$ cat src/rtl/dab_pkg.sv
package dab_pkg;
  localparam int DAC_W = 12;

  typedef enum logic {
    SEL_DECODED = 1'b0,
    SEL_PER_BIT = 1'b1
  } sel_mode_e;
endpackage

$ cat src/rtl/dab_addr_decode.sv
module dab_addr_decode #(
  parameter int ADDR_W = 8,
  parameter int NCH = 4,
  parameter int LOW_W = 2,
  parameter dab_pkg::sel_mode_e SEL_MODE = dab_pkg::SEL_DECODED,
  parameter logic [ADDR_W-1:0] BASE_ADDR = '0
) (
  input  logic              clk,
  input  logic              rst,
  input  logic              bus_wr,
  input  logic [ADDR_W-1:0] bus_addr,
  output logic              hit,
  output logic [NCH-1:0]    mask,
  output logic [LOW_W-1:0]  key
);
  logic base_ok;

  assign key     = bus_addr[LOW_W-1:0];
  assign base_ok = (bus_addr[ADDR_W-1:LOW_W] == BASE_ADDR[ADDR_W-1:LOW_W]);

  generate
    if (SEL_MODE == dab_pkg::SEL_DECODED) begin : g_dec
      for (genvar i = 0; i < NCH; i++) begin : g_ch
        assign mask[i] = (key == LOW_W'(i));
      end
      // a decoded access never names more than one channel
      assert_single_channel_R2: assert property (@(posedge clk) disable iff (rst)
        $onehot0(mask));
    end else begin : g_bit
      assign mask = key[NCH-1:0];
    end
  endgenerate

  assign hit = bus_wr && base_ok && (|mask);
endmodule

$ cat src/rtl/dab_word_build.sv
module dab_word_build #(
  parameter int BUS_W = 16,
  parameter int DAC_W = 12,
  parameter int LOW_W = 2
) (
  input  logic             clk,
  input  logic             rst,
  input  logic             take,
  input  logic [LOW_W-1:0] key,
  input  logic [BUS_W-1:0] data,
  input  logic             justify_left,
  output logic             fire,
  output logic [DAC_W-1:0] word
);
  generate
    if (BUS_W >= DAC_W) begin : g_wide
      logic unused_wide;
      assign unused_wide = ^{key, clk, rst};
      assign fire = take;
      assign word = justify_left ? data[BUS_W-1 -: DAC_W] : data[DAC_W-1:0];
    end else begin : g_pair
      localparam int HI_W = DAC_W - BUS_W;
      logic [BUS_W-1:0] held_q;
      logic [LOW_W-1:0] key_q;
      logic             valid_q;
      logic             match;
      logic             unused_pair;

      assign unused_pair = ^{justify_left, data[BUS_W-1:HI_W]};
      assign match = valid_q && (key_q == key);
      assign fire  = take && match;
      assign word  = {data[HI_W-1:0], held_q};

      always_ff @(posedge clk) begin
        if (rst) begin
          valid_q <= 1'b0;
          held_q  <= '0;
          key_q   <= '0;
        end else if (take) begin
          if (match) begin
            valid_q <= 1'b0;
          end else begin
            valid_q <= 1'b1;
            held_q  <= data;
            key_q   <= key;
          end
        end
      end

      // a completed pair leaves nothing held
      assert_pair_done_R6: assert property (@(posedge clk) disable iff (rst)
        fire |=> !valid_q);
      // a write to another channel address restarts with its own byte
      assert_restart_R7: assert property (@(posedge clk) disable iff (rst)
        (take && valid_q && (key != key_q)) |=> (valid_q && key_q == $past(key)
                                                 && held_q == $past(data)));
    end
  endgenerate
endmodule

$ cat src/rtl/dab_pulse_gen.sv
module dab_pulse_gen #(
  parameter int NCH = 4,
  parameter int DAC_W = 12,
  parameter int MIN_PULSE = 3
) (
  input  logic             clk,
  input  logic             rst,
  input  logic             fire,
  input  logic [NCH-1:0]   mask,
  input  logic [DAC_W-1:0] word,
  output logic [NCH-1:0]   cs_n,
  output logic [DAC_W-1:0] dac_data,
  output logic             idle
);
  localparam int CW = $clog2(MIN_PULSE + 1);

  logic [NCH-1:0]   cs_n_q;
  logic [DAC_W-1:0] data_q;
  logic [CW-1:0]    cnt_q;

  always_ff @(posedge clk) begin
    if (rst) begin
      cs_n_q <= '1;
      data_q <= '1;
      cnt_q  <= '0;
    end else if (fire) begin
      cs_n_q <= ~mask;
      data_q <= word;
      cnt_q  <= CW'(MIN_PULSE - 1);
    end else if (cnt_q != '0) begin
      cnt_q <= cnt_q - 1'b1;
    end else begin
      cs_n_q <= '1;
      data_q <= '1;
    end
  end

  assign cs_n     = cs_n_q;
  assign dac_data = data_q;
  assign idle     = &cs_n_q;

  // checker: length of the current low pulse, saturating
  logic [CW-1:0] len_q;
  always_ff @(posedge clk) begin
    if (rst)                         len_q <= '0;
    else if (idle)                   len_q <= '0;
    else if (len_q < CW'(MIN_PULSE)) len_q <= len_q + 1'b1;
  end

  // a pulse ends only after the programmed width
  assert_pulse_width_R8: assert property (@(posedge clk) disable iff (rst)
    $rose(idle) |-> (len_q >= CW'(MIN_PULSE)));
  // the word is held through the pulse
  assert_word_stable_R8: assert property (@(posedge clk) disable iff (rst)
    (!idle && !$past(idle)) |-> $stable(dac_data));
  // the idle bus level is all ones
  assert_idle_level_R9: assert property (@(posedge clk) disable iff (rst)
    idle |-> (&dac_data));
endmodule

$ cat src/rtl/dac_bus_adapter.sv
module dac_bus_adapter #(
  parameter int BUS_W = 16,
  parameter int ADDR_W = 8,
  parameter int NCH = 4,
  parameter dab_pkg::sel_mode_e SEL_MODE = dab_pkg::SEL_DECODED,
  parameter logic [ADDR_W-1:0] BASE_ADDR = 8'h54,
  parameter int MIN_PULSE = 3
) (
  input  logic                      clk,
  input  logic                      rst,
  input  logic                      bus_wr,
  input  logic [ADDR_W-1:0]         bus_addr,
  input  logic [BUS_W-1:0]          bus_data,
  input  logic                      justify_left,
  output logic [NCH-1:0]            dac_cs_n,
  output logic [dab_pkg::DAC_W-1:0] dac_data
);
  localparam int DAC_W = dab_pkg::DAC_W;
  localparam int LOW_W = (SEL_MODE == dab_pkg::SEL_DECODED) ? $clog2(NCH) : NCH;

  logic             hit, take, fire, idle;
  logic [NCH-1:0]   mask;
  logic [LOW_W-1:0] key;
  logic [DAC_W-1:0] word;

  dab_addr_decode #(
    .ADDR_W(ADDR_W), .NCH(NCH), .LOW_W(LOW_W),
    .SEL_MODE(SEL_MODE), .BASE_ADDR(BASE_ADDR)
  ) u_decode (
    .clk(clk), .rst(rst), .bus_wr(bus_wr), .bus_addr(bus_addr),
    .hit(hit), .mask(mask), .key(key)
  );

  assign take = hit && idle;

  dab_word_build #(.BUS_W(BUS_W), .DAC_W(DAC_W), .LOW_W(LOW_W)) u_build (
    .clk(clk), .rst(rst), .take(take), .key(key), .data(bus_data),
    .justify_left(justify_left), .fire(fire), .word(word)
  );

  dab_pulse_gen #(.NCH(NCH), .DAC_W(DAC_W), .MIN_PULSE(MIN_PULSE)) u_pulse (
    .clk(clk), .rst(rst), .fire(fire), .mask(mask), .word(word),
    .cs_n(dac_cs_n), .dac_data(dac_data), .idle(idle)
  );

  // a select starts only right after a sampled bus write
  assert_select_needs_write_R1: assert property (@(posedge clk) disable iff (rst)
    $fell(idle) |-> $past(bus_wr));
  // selects do not move while a pulse runs, whatever the bus does
  assert_busy_ignores_bus_R10: assert property (@(posedge clk) disable iff (rst)
    (!idle && !$past(idle)) |-> $stable(dac_cs_n));
endmodule

$ cat config.mk
export PLATFORM = sky130hd
export DESIGN_NAME = dac_bus_adapter
export DESIGN_NICKNAME = d
export VERILOG_FILES = /design/src/rtl/dab_pkg.sv /design/src/rtl/dab_addr_decode.sv /design/src/rtl/dab_word_build.sv /design/src/rtl/dab_pulse_gen.sv /design/src/rtl/dac_bus_adapter.sv
export SDC_FILE = /design/constraint.sdc
export NUM_CORES = 1
export LEC_CHECK = 0
export BUFFER_PORTS_ARGS = -buffer_cell sky130_fd_sc_hd__buf_4
export CAP_MARGIN = 0
export CORE_AREA = 2 2 59 61
export DETAILED_ROUTE_END_ITERATION = 12
export DIE_AREA = 0 0 61 63
export PLACE_DENSITY = 0.54
export SYNTH_ARGS = -nofsm -noshare
export SYNTH_HDL_FRONTEND = slang
export SYNTH_SLANG_ARGS = --single-unit
$ cat constraint.sdc
create_clock -name clk -period 2.61 [get_ports clk]
set_input_delay 0.261 -clock clk [delete_from_list [all_inputs] [get_ports clk]]
set_output_delay 0.261 -clock clk [all_outputs]
set_load 0.05 [all_outputs]
==> results of run 1 <==
-- Yosys cell counts, types with 2 or more instances --
cell | count | area share
dfxtp_1 | 18 | 0.42
nor2_1 | 13 | 0.056
clkbuf_1 | 5 | 0.022
a211oi_1 | 12 | 0.10
mux2i_1 | 12 | 0.14
o22a_2 | 4 | 0.046
nor2b_1 | 12 | 0.087
nand2_1 | 2 | 0.0087
-- sequential cells by signal, indices dropped and copies added (netlist names) --
name / flops
u_pulse.cs_n: 4
u_pulse.dac_data: 12
u_pulse.cnt_q: 2
-- area by class of cell --
cell class / count / area (µm²)
sequential: 18 / 360
clock buffer: 3 / 22.5
fill: 350 / 2010
tap: 46 / 57.6
timing repair buffer: 43 / 323
multi-input combinational: 65 / 457
-- worst max-delay path by stage --
stage / startpoint / to / slack, ns / cells after the start
6_report: u_pulse.cnt_q[1]$_SDFFE_PP0P_ / u_pulse.dac_data[8]$_SDFFE_PP1P_ / 1.01 / 3
5_1_grt: u_pulse.cnt_q[1]$_SDFFE_PP0P_ / u_pulse.dac_data[2]$_SDFFE_PP1P_ / 0.81 / 3
4_1_cts: u_pulse.cnt_q[0]$_SDFFE_PP0N_ / u_pulse.dac_data[8]$_SDFFE_PP1P_ / 0.94 / 3
3_5_place_dp: u_pulse.cnt_q[0]$_SDFFE_PP0N_ / u_pulse.dac_data[8]$_SDFFE_PP1P_ / 0.97 / 3
3_3_place_gp: u_pulse.cnt_q[0]$_SDFFE_PP0N_ / u_pulse.dac_data[9]$_SDFFE_PP1P_ / 1.05 / 3
2_1_floorplan: u_pulse.cs_n[1]$_SDFFE_PP1P_ / u_pulse.cs_n[2]$_SDFFE_PP1P_ / 0.74 / 5
-- kinds of logic after synthesis --
family          after synthesis  synth area share
buf+inv                       7            0.0577
simple gates                 35             0.224
flops                        18             0.416
mux                          12             0.139
compound gates               18             0.165
-- per-stage QoR --
stage          area (µm²)  hold slack, ns
2_1_floorplan         867           0.422
3_3_place_gp         1200           0.430
3_5_place_dp         1200           0.442
4_1_cts              1220           0.238
5_1_grt              1220           0.250
6_report             1220           0.251
-- power groups by stage --
stage,registers (mW),logic [mW],clock network (mW)
floorplan,0.283,0.0282,0
global placement,0.282,0.0667,0
detailed placement,0.282,0.0674,0
CTS,0.275,0.0674,0.145
global route,0.276,0.0734,0.152
finish,0.275,0.0664,0.135
-- worst max-delay path, cell delays in order, from the launching register on --
cell	delay, ns
dfxtp_1	0.32
o21bai_1	0.93
nor2_1	0.10
mux2i_1	0.18
-- per-layer routing --
metal | track usage | vias to the layer above | part of all wire
met5 | 0 | - | 0
li1 | - | 402 | -
met2 | 0.187 | 28 | 0.51
met1 | 0.118 | 355 | 0.41
met4 | 0.0571 | 0 | 0.0085
met3 | 0.0186 | 2 | 0.072
==> run metrics, run 1 <==
layout cells sized above 1 0.403; Post-Syn Instances 90; P_int 0.369 mW; Yosys warning count 0; CP Max Fanout 17; Final Hold Fails 0; Worst EP arrival 1.82 ns; worst hold start bus_data[13]; clock skew 0.00374 ns; Skew-Pair Late Insertion Delay 0.28 ns; Core Region 3230 µm²; Worst EP required 2.83 ns; routed len/inst 11.4 µm; Top Ports 44; unrepaired setup endpoints after global routing no; # diodes 0; Pwr per Cell Area 391 nW/µm²; post-synthesis register bit count 18; Post-DRT Antenna Nets 0; # resized after CTS 0; total setup buffers inserted after CTS 0; Hold Path End u_pulse.dac_data[9]$_SDFFE_PP1P_; Die Span X 61 µm; worst hold path cell count 3; combinational fraction of design power 0.139; status finished, final reports clean; clk sinks 18; final setup margin 1.01 ns; Final period util 0.615; crit path kind flop to flop; Initial DRC Count 12; GRT Overall Usage 0.107; Clock Power Share 0.283; most common flop cell mapped by yosys dfxtp_1; Tot Pwr 0.477 mW; Hold WC Path Type primary input to flop; full die area 3840 µm²; final setup TNS 0 ns; setup violators final 0; max-cap viol count 0; first-pass GRT wire length 3130 µm; critical path capture point type flop; TritonCTS clock tree yes; fin crit period 1.60 ns; P_sw 0.108 mW; FF-to-FF setup slack 1.01 ns; worst-case clock buffer depth 2; largest net degree at the start of global routing 25; clk slew on worst S/H paths 0.10 ns; CTS buffer count 3; post-DP HPWL 1550 µm; synthesized area per cell 9.63 µm²; vias in the first global route 739; routed vias/inst 4.50; most common cell after layout, fill and taps aside buf_4; area delta synth->final 40.7%; Slew headroom 0.198; IO Port Bufs 43; Syn Std Cell Area 867 µm²; Reg-to-Reg End u_pulse.dac_data[8]$_SDFFE_PP1P_; ys async rst share 0; die height 63 µm; cts hold-fix bufs 0; Post-synth EDFFs 0; final net count 159; dpl cells 172; P_leak 0.539 nW; Final Max Tran Viols 0; Peak VDD IR 0.129 mV; FF-to-FF path depth 3; Clock H-tree levels 1; Final Non-Filler Cells 175; final WL 2000 µm; Mapped Nets 118; Fmax 0.623 GHz; first drt pass iteration count 2; row count 21; Initial Util 0.268; final core occ 0.377; dpl ws 0.968 ns; Placer Congestion 0.706; RR Startpoint u_pulse.cnt_q[1]$_SDFFE_PP0P_; initial antenna violation count 0; Seq pwr share 0.577; global route overflow 0; Worst Max-Slew Pin Slew 1.20 ns; Yosys cell types 20; Seq/Total Area, Yosys 0.416; startpoint types flop; switching part of the total 0.227; DR vias 787; # DRC 0; Root Buffer clkbuf_4; commonest cells after routing, fill and taps aside buf_4 (43), dfxtp_1 (18), nor2_1 (13)
Power figures use the tool's default switching activity.
==> run 2, diff against run 1 <==
clock period = 1.6 ns   (was 2.61 ns; I/O delays follow)
==> run 2 against run 1 <==
Net effect:
- count of clock-buffer cells in the layout rose by 1
- critical path depth did not move
- via count rose by 1.8%
- utilization rose by 1.0 points
- sequential share of layout area rose by 0.43 points
- final cell count rose by 0.57%
- sequential power rose by 61%
- die area did not move
- final area rose by 2.7%
- routed wire length rose by 4.8%
- largest cell class unchanged
- largest power group unchanged
==> run metrics, run 2 (same netlist as run 1, synthesis figures left out) <==
Fmax 0.672 GHz (was 0.623 GHz); switching part of the total 0.226 (was 0.227); max-cap viol count 0 (unchanged); status finished, final reports clean (unchanged); P_sw 0.189 mW (was 0.108 mW); fin crit period 1.49 ns (was 1.60 ns); crit path kind flop to flop (unchanged); global route overflow 0 (unchanged); most common cell after layout, fill and taps aside buf_4 (unchanged); setup violators final 0 (unchanged); Root Buffer clkbuf_4 (unchanged); Peak VDD IR 0.239 mV (was 0.129 mV); TritonCTS clock tree yes (unchanged); hold_ws 0.135 ns (was 0.251 ns); Clock H-tree levels 1 (unchanged); max reg flops 12 (unchanged); final setup TNS 0 ns (unchanged); Worst EP required 1.80 ns (was 2.83 ns); startpoint types flop (unchanged); row count 21 (unchanged); vias in the first global route 780 (was 739); die height 63 µm (unchanged); placed standard-cell area 1210 µm² (was 1200 µm²); Pwr per Cell Area 667 nW/µm² (was 391 nW/µm²); P_leak 0.542 nW (was 0.539 nW); Hold WC Path Type primary input to flop (unchanged); # diodes 0 (unchanged); CP Max Fanout 18 (was 17); full die area 3840 µm² (unchanged); routed vias/inst 4.55 (was 4.50); Die Span X 61 µm (unchanged); commonest cells after routing, fill and taps aside buf_4 (43), dfxtp_1 (14), nor2_1 (13) (was buf_4 (43), dfxtp_1 (18), nor2_1 (13)); Final Cell Area 1250 µm² (was 1220 µm²); IO Port Bufs 43 (unchanged); final net count 159 (unchanged); Tot Pwr 0.836 mW (was 0.477 mW); layout cells sized above 1 0.446 (was 0.403); Top Ports 44 (unchanged); worst-case clock buffer depth 2 (unchanged); dpl cells 172 (unchanged); Slew headroom 0.516 (was 0.198); final WL 2100 µm (was 2000 µm); CTS buffer count 3 (unchanged); total setup buffers inserted after CTS 0 (unchanged); Post-DRT Antenna Nets 0 (unchanged); Skew-Pair Late Insertion Delay 0.29 ns (was 0.28 ns); first-pass GRT wire length 3420 µm (was 3130 µm); routed len/inst 11.9 µm (was 11.4 µm); Worst Max-Slew Pin Slew 0.726 ns (was 1.20 ns); area delta synth->final 44.4% (was 40.7%); Fill cells 350 (unchanged); Seq pwr share 0.530 (was 0.577); DR vias 801 (was 787); unrepaired setup endpoints after global routing no (unchanged); Final period util 0.930 (was 0.615); clock skew 0.00217 ns (was 0.00374 ns); Initial DRC Count 10 (was 12); combinational fraction of design power 0.130 (was 0.139); initial antenna violation count 0 (unchanged); Clock Power Share 0.340 (was 0.283); GRT Overall Usage 0.117 (was 0.107); Initial Util 0.268 (unchanged); # DRC 0 (unchanged); Worst EP arrival 1.69 ns (was 1.82 ns); clk sinks 18 (unchanged); critical path capture point type flop (unchanged); Placer Congestion 0.694 (was 0.706); largest net degree at the start of global routing 25 (unchanged); P_int 0.647 mW (was 0.369 mW); first drt pass iteration count 4 (was 2); clk slew on worst S/H paths 0.11 ns (was 0.10 ns); Final Hold Fails 0 (unchanged); Final Non-Filler Cells 176 (was 175); Final Max Tran Viols 0 (unchanged); Core Region 3230 µm² (unchanged)
-- run 2: changes by cell type in the layout (fill, tap and decap cells not counted), sizes merged --
| cell | change |
|---|---|
| clkbuf | +1 |
-- run 2: worst max-delay path, cell delays in order (launching register included) --
cell and delay [ns]:
dfxtp_4 0.36, nand4_1 0.09, or4_4 0.69, o22a_2 0.25
-- run 2: what timing repair did --
| action | 4_1_cts | 5_1_grt |
|---|---|---|
| resized for setup | 1 | 0 |
| setup endpoints to repair | 17 | 0 |
| hold buffers | 0 | 0 |
-- run 2: path summary, 6_finish.rpt --
path / startpoint / end / slack, ns / cells after the start
max: u_pulse.cs_n[1]$_SDFFE_PP1P_ / u_pulse.cs_n[0]$_SDFFE_PP1P_ / 0.11 / 3
min: bus_data[13] / u_pulse.dac_data[9]$_SDFFE_PP1P_ / 0.14 / 3
max reg2reg: u_pulse.cs_n[1]$_SDFFE_PP1P_ / u_pulse.cs_n[0]$_SDFFE_PP1P_ / 0.11 / 3
min reg2reg: u_pulse.cnt_q[1]$_SDFFE_PP0P_ / u_pulse.cnt_q[1]$_SDFFE_PP0P_ / 0.47 / 2
-- run 2: power groups by stage --
| stage | combinational, mW | clock [mW] | sequential, mW |
|---|---|---|---|
| final | 0.109 | 0.284 | 0.443 |
| after global routing | 0.120 | 0.302 | 0.443 |
| after CTS | 0.111 | 0.290 | 0.443 |
| after detailed placement | 0.110 | 0 | 0.453 |
| after global placement | 0.109 | 0 | 0.453 |
| after floorplan | 0.0459 | 0 | 0.456 |
-- run 2: metal layers --
layer | vias up | track usage | wire (µm)
li1 | 403 | - | -
met5 | - | 0 | 0
met4 | 0 | 0.0571 | 43
met3 | 4 | 0.0207 | 127
met1 | 364 | 0.132 | 882
met2 | 30 | 0.203 | 1040
-- run 2: cell type report --
cell class	instances	area (µm²)	area share
Tap cell	46	57.6	0.0460
Clock buffer	4	36.3	0.0290
Multi-Input combinational cell	65	460	0.368
Sequential cell	18	375	0.300
Timing Repair Buffer	43	323	0.258
-- run 2: per-stage QoR --
step	util	worst slack [ns]
2_1_floorplan	-	-0.00902
3_3_place_gp	0.375	0.0447
3_5_place_dp	0.375	-0.0623
4_1_cts	0.388	0.0924
5_1_grt	0.388	0.0457
6_report	0.388	0.112
==> run 3, diff against run 2 <==
RECOVER_POWER = 50   (was unset)
==> run 3 against run 2 <==
Net effect:
- via count grew 0.50%
- sequential cell count unchanged
- maximum frequency barely moved
- combinational power is essentially flat
- power about the same
- clock power hardly changed
- global-route usage is the same
- die area unchanged
==> run metrics, run 3 (same netlist as run 1, synthesis figures left out) <==
row count 21 (unchanged); Final period util 0.930 (about the same); Slew headroom 0.516 (about the same); final WL 2100 µm (about the same); startpoint types flop (unchanged); Skew-Pair Late Insertion Delay 0.29 ns (about the same); dpl ws -0.0623 ns (unchanged); final core occ 0.369 (was 0.388); global route overflow 0 (unchanged); first-pass GRT wire length 3420 µm (unchanged); Post-DRT Antenna Nets 0 (unchanged); Hold WC Path Type primary input to flop (unchanged); Worst EP arrival 1.69 ns (about the same); clk slew on worst S/H paths 0.11 ns (about the same); most common cell after layout, fill and taps aside buf_4 (unchanged); GRT Overall Usage 0.117 (unchanged); Core Region 3230 µm² (unchanged); fin crit period 1.49 ns (about the same); Root Buffer clkbuf_4 (unchanged); clock skew 0.00177 ns (was 0.00217 ns); Pwr per Cell Area 701 nW/µm² (was 667 nW/µm²); Final Non-Filler Cells 176 (unchanged); final net count 159 (unchanged); P_leak 0.494 nW (was 0.542 nW); Tot Pwr 0.835 mW (was 0.836 mW); Worst EP required 1.80 ns (about the same); Die Span X 61 µm (unchanged); hold_ws 0.135 ns (about the same); full die area 3840 µm² (unchanged); Fmax 0.672 GHz (about the same); CTS buffer count 3 (unchanged); Peak VDD IR 0.238 mV (was 0.239 mV); clk sinks 18 (unchanged); Initial DRC Count 14 (was 10); final setup TNS 0 ns (unchanged); initial antenna violation count 0 (unchanged); IO Port Bufs 43 (unchanged); # diodes 0 (unchanged); # DRC 0 (unchanged); max reg flops 12 (unchanged); area delta synth->final 37.5% (was 44.4%); Final Hold Fails 0 (unchanged); FF-to-FF setup slack 0.11 ns (about the same); CP startpoint u_pulse.cs_n[1]$_SDFFE_PP1P_ (unchanged); placed standard-cell area 1210 µm² (unchanged); DR vias 805 (was 801); CP Max Fanout 18 (unchanged); layout cells sized above 1 0.323 (was 0.446); final setup margin 0.112 ns (about the same); max-cap viol count 0 (unchanged); routed vias/inst 4.57 (was 4.55); vias in the first global route 780 (unchanged); unrepaired setup endpoints after global routing no (unchanged); die height 63 µm (unchanged); Final Max Tran Viols 0 (unchanged); status finished, final reports clean (unchanged); routed len/inst 11.9 µm (about the same); setup violators final 0 (unchanged); Initial Util 0.268 (unchanged); Top Ports 44 (unchanged); worst-case clock buffer depth 2 (unchanged); first drt pass iteration count 4 (unchanged); Worst Max-Slew Pin Slew 0.725 ns (was 0.726 ns); Fill cells 356 (was 350); largest net degree at the start of global routing 25 (unchanged); crit path kind flop to flop (unchanged); RR Startpoint u_pulse.cs_n[1]$_SDFFE_PP1P_ (unchanged); critical path capture point type flop (unchanged); commonest cells after routing, fill and taps aside buf_4 (27), clkbuf_1 (16), dfxtp_1 (14), nor2_1 (13) (was buf_4 (43), dfxtp_1 (14), nor2_1 (13)); Placer Congestion 0.694 (unchanged); Clock H-tree levels 1 (unchanged); dpl cells 172 (unchanged); TritonCTS clock tree yes (unchanged); Final Cell Area 1190 µm² (was 1250 µm²); worst hold start bus_data[13] (unchanged)
[run 3: cell count changes in the layout (fill, tap and decap cells not counted), sizes merged]
| cell | change |
|---|---|
| buf | -16 |
| clkbuf | +16 |
[run 3: what timing repair did]
item	4_1_cts	5_1_grt
buffers inserted	0	0
hold buffers	0	0
resized for setup	1	0
endpoints found under the setup margin	17	0
[run 3: cell type report]
class	instances	area [µm²]	share of cell area
multi-input cells	65	460	0.386
flip-flops and latches	18	375	0.315
repair buffers	43	263	0.220
well taps	46	57.6	0.0483
clock buffers	4	36.3	0.0304
[run 3: worst paths after layout]
path,to,cells past startpoint
min reg2reg,u_pulse.cnt_q[1]$_SDFFE_PP0P_,2
max reg2reg,u_pulse.cs_n[0]$_SDFFE_PP1P_,3
max,u_pulse.cs_n[0]$_SDFFE_PP1P_,3
min,u_pulse.dac_data[9]$_SDFFE_PP1P_,3
[run 3: critical path, stage by stage (launching register included)]
cell and delay [ns]:
dfxtp_4 0.36, nand4_1 0.09, or4_4 0.69, o22a_2 0.25
[run 3: per-layer routing]
metal / vias to the layer above / global-route usage / share of wire
met3: 4 / 0.0207 / 0.066
li1: 403 / - / -
met5: - / 0 / 0
met4: 0 / 0.0571 / 0.020
met2: 30 / 0.203 / 0.50
met1: 368 / 0.132 / 0.42
[run 3: power by group]
group / total [mW] / leakage (nW) / switching (mW) / internal [mW]
sequential: 0.443 / 0.145 / 0.000589 / 0.442
combinational: 0.108 / 0.328 / 0.0430 / 0.0653
clock: 0.284 / 0.0210 / 0.146 / 0.139
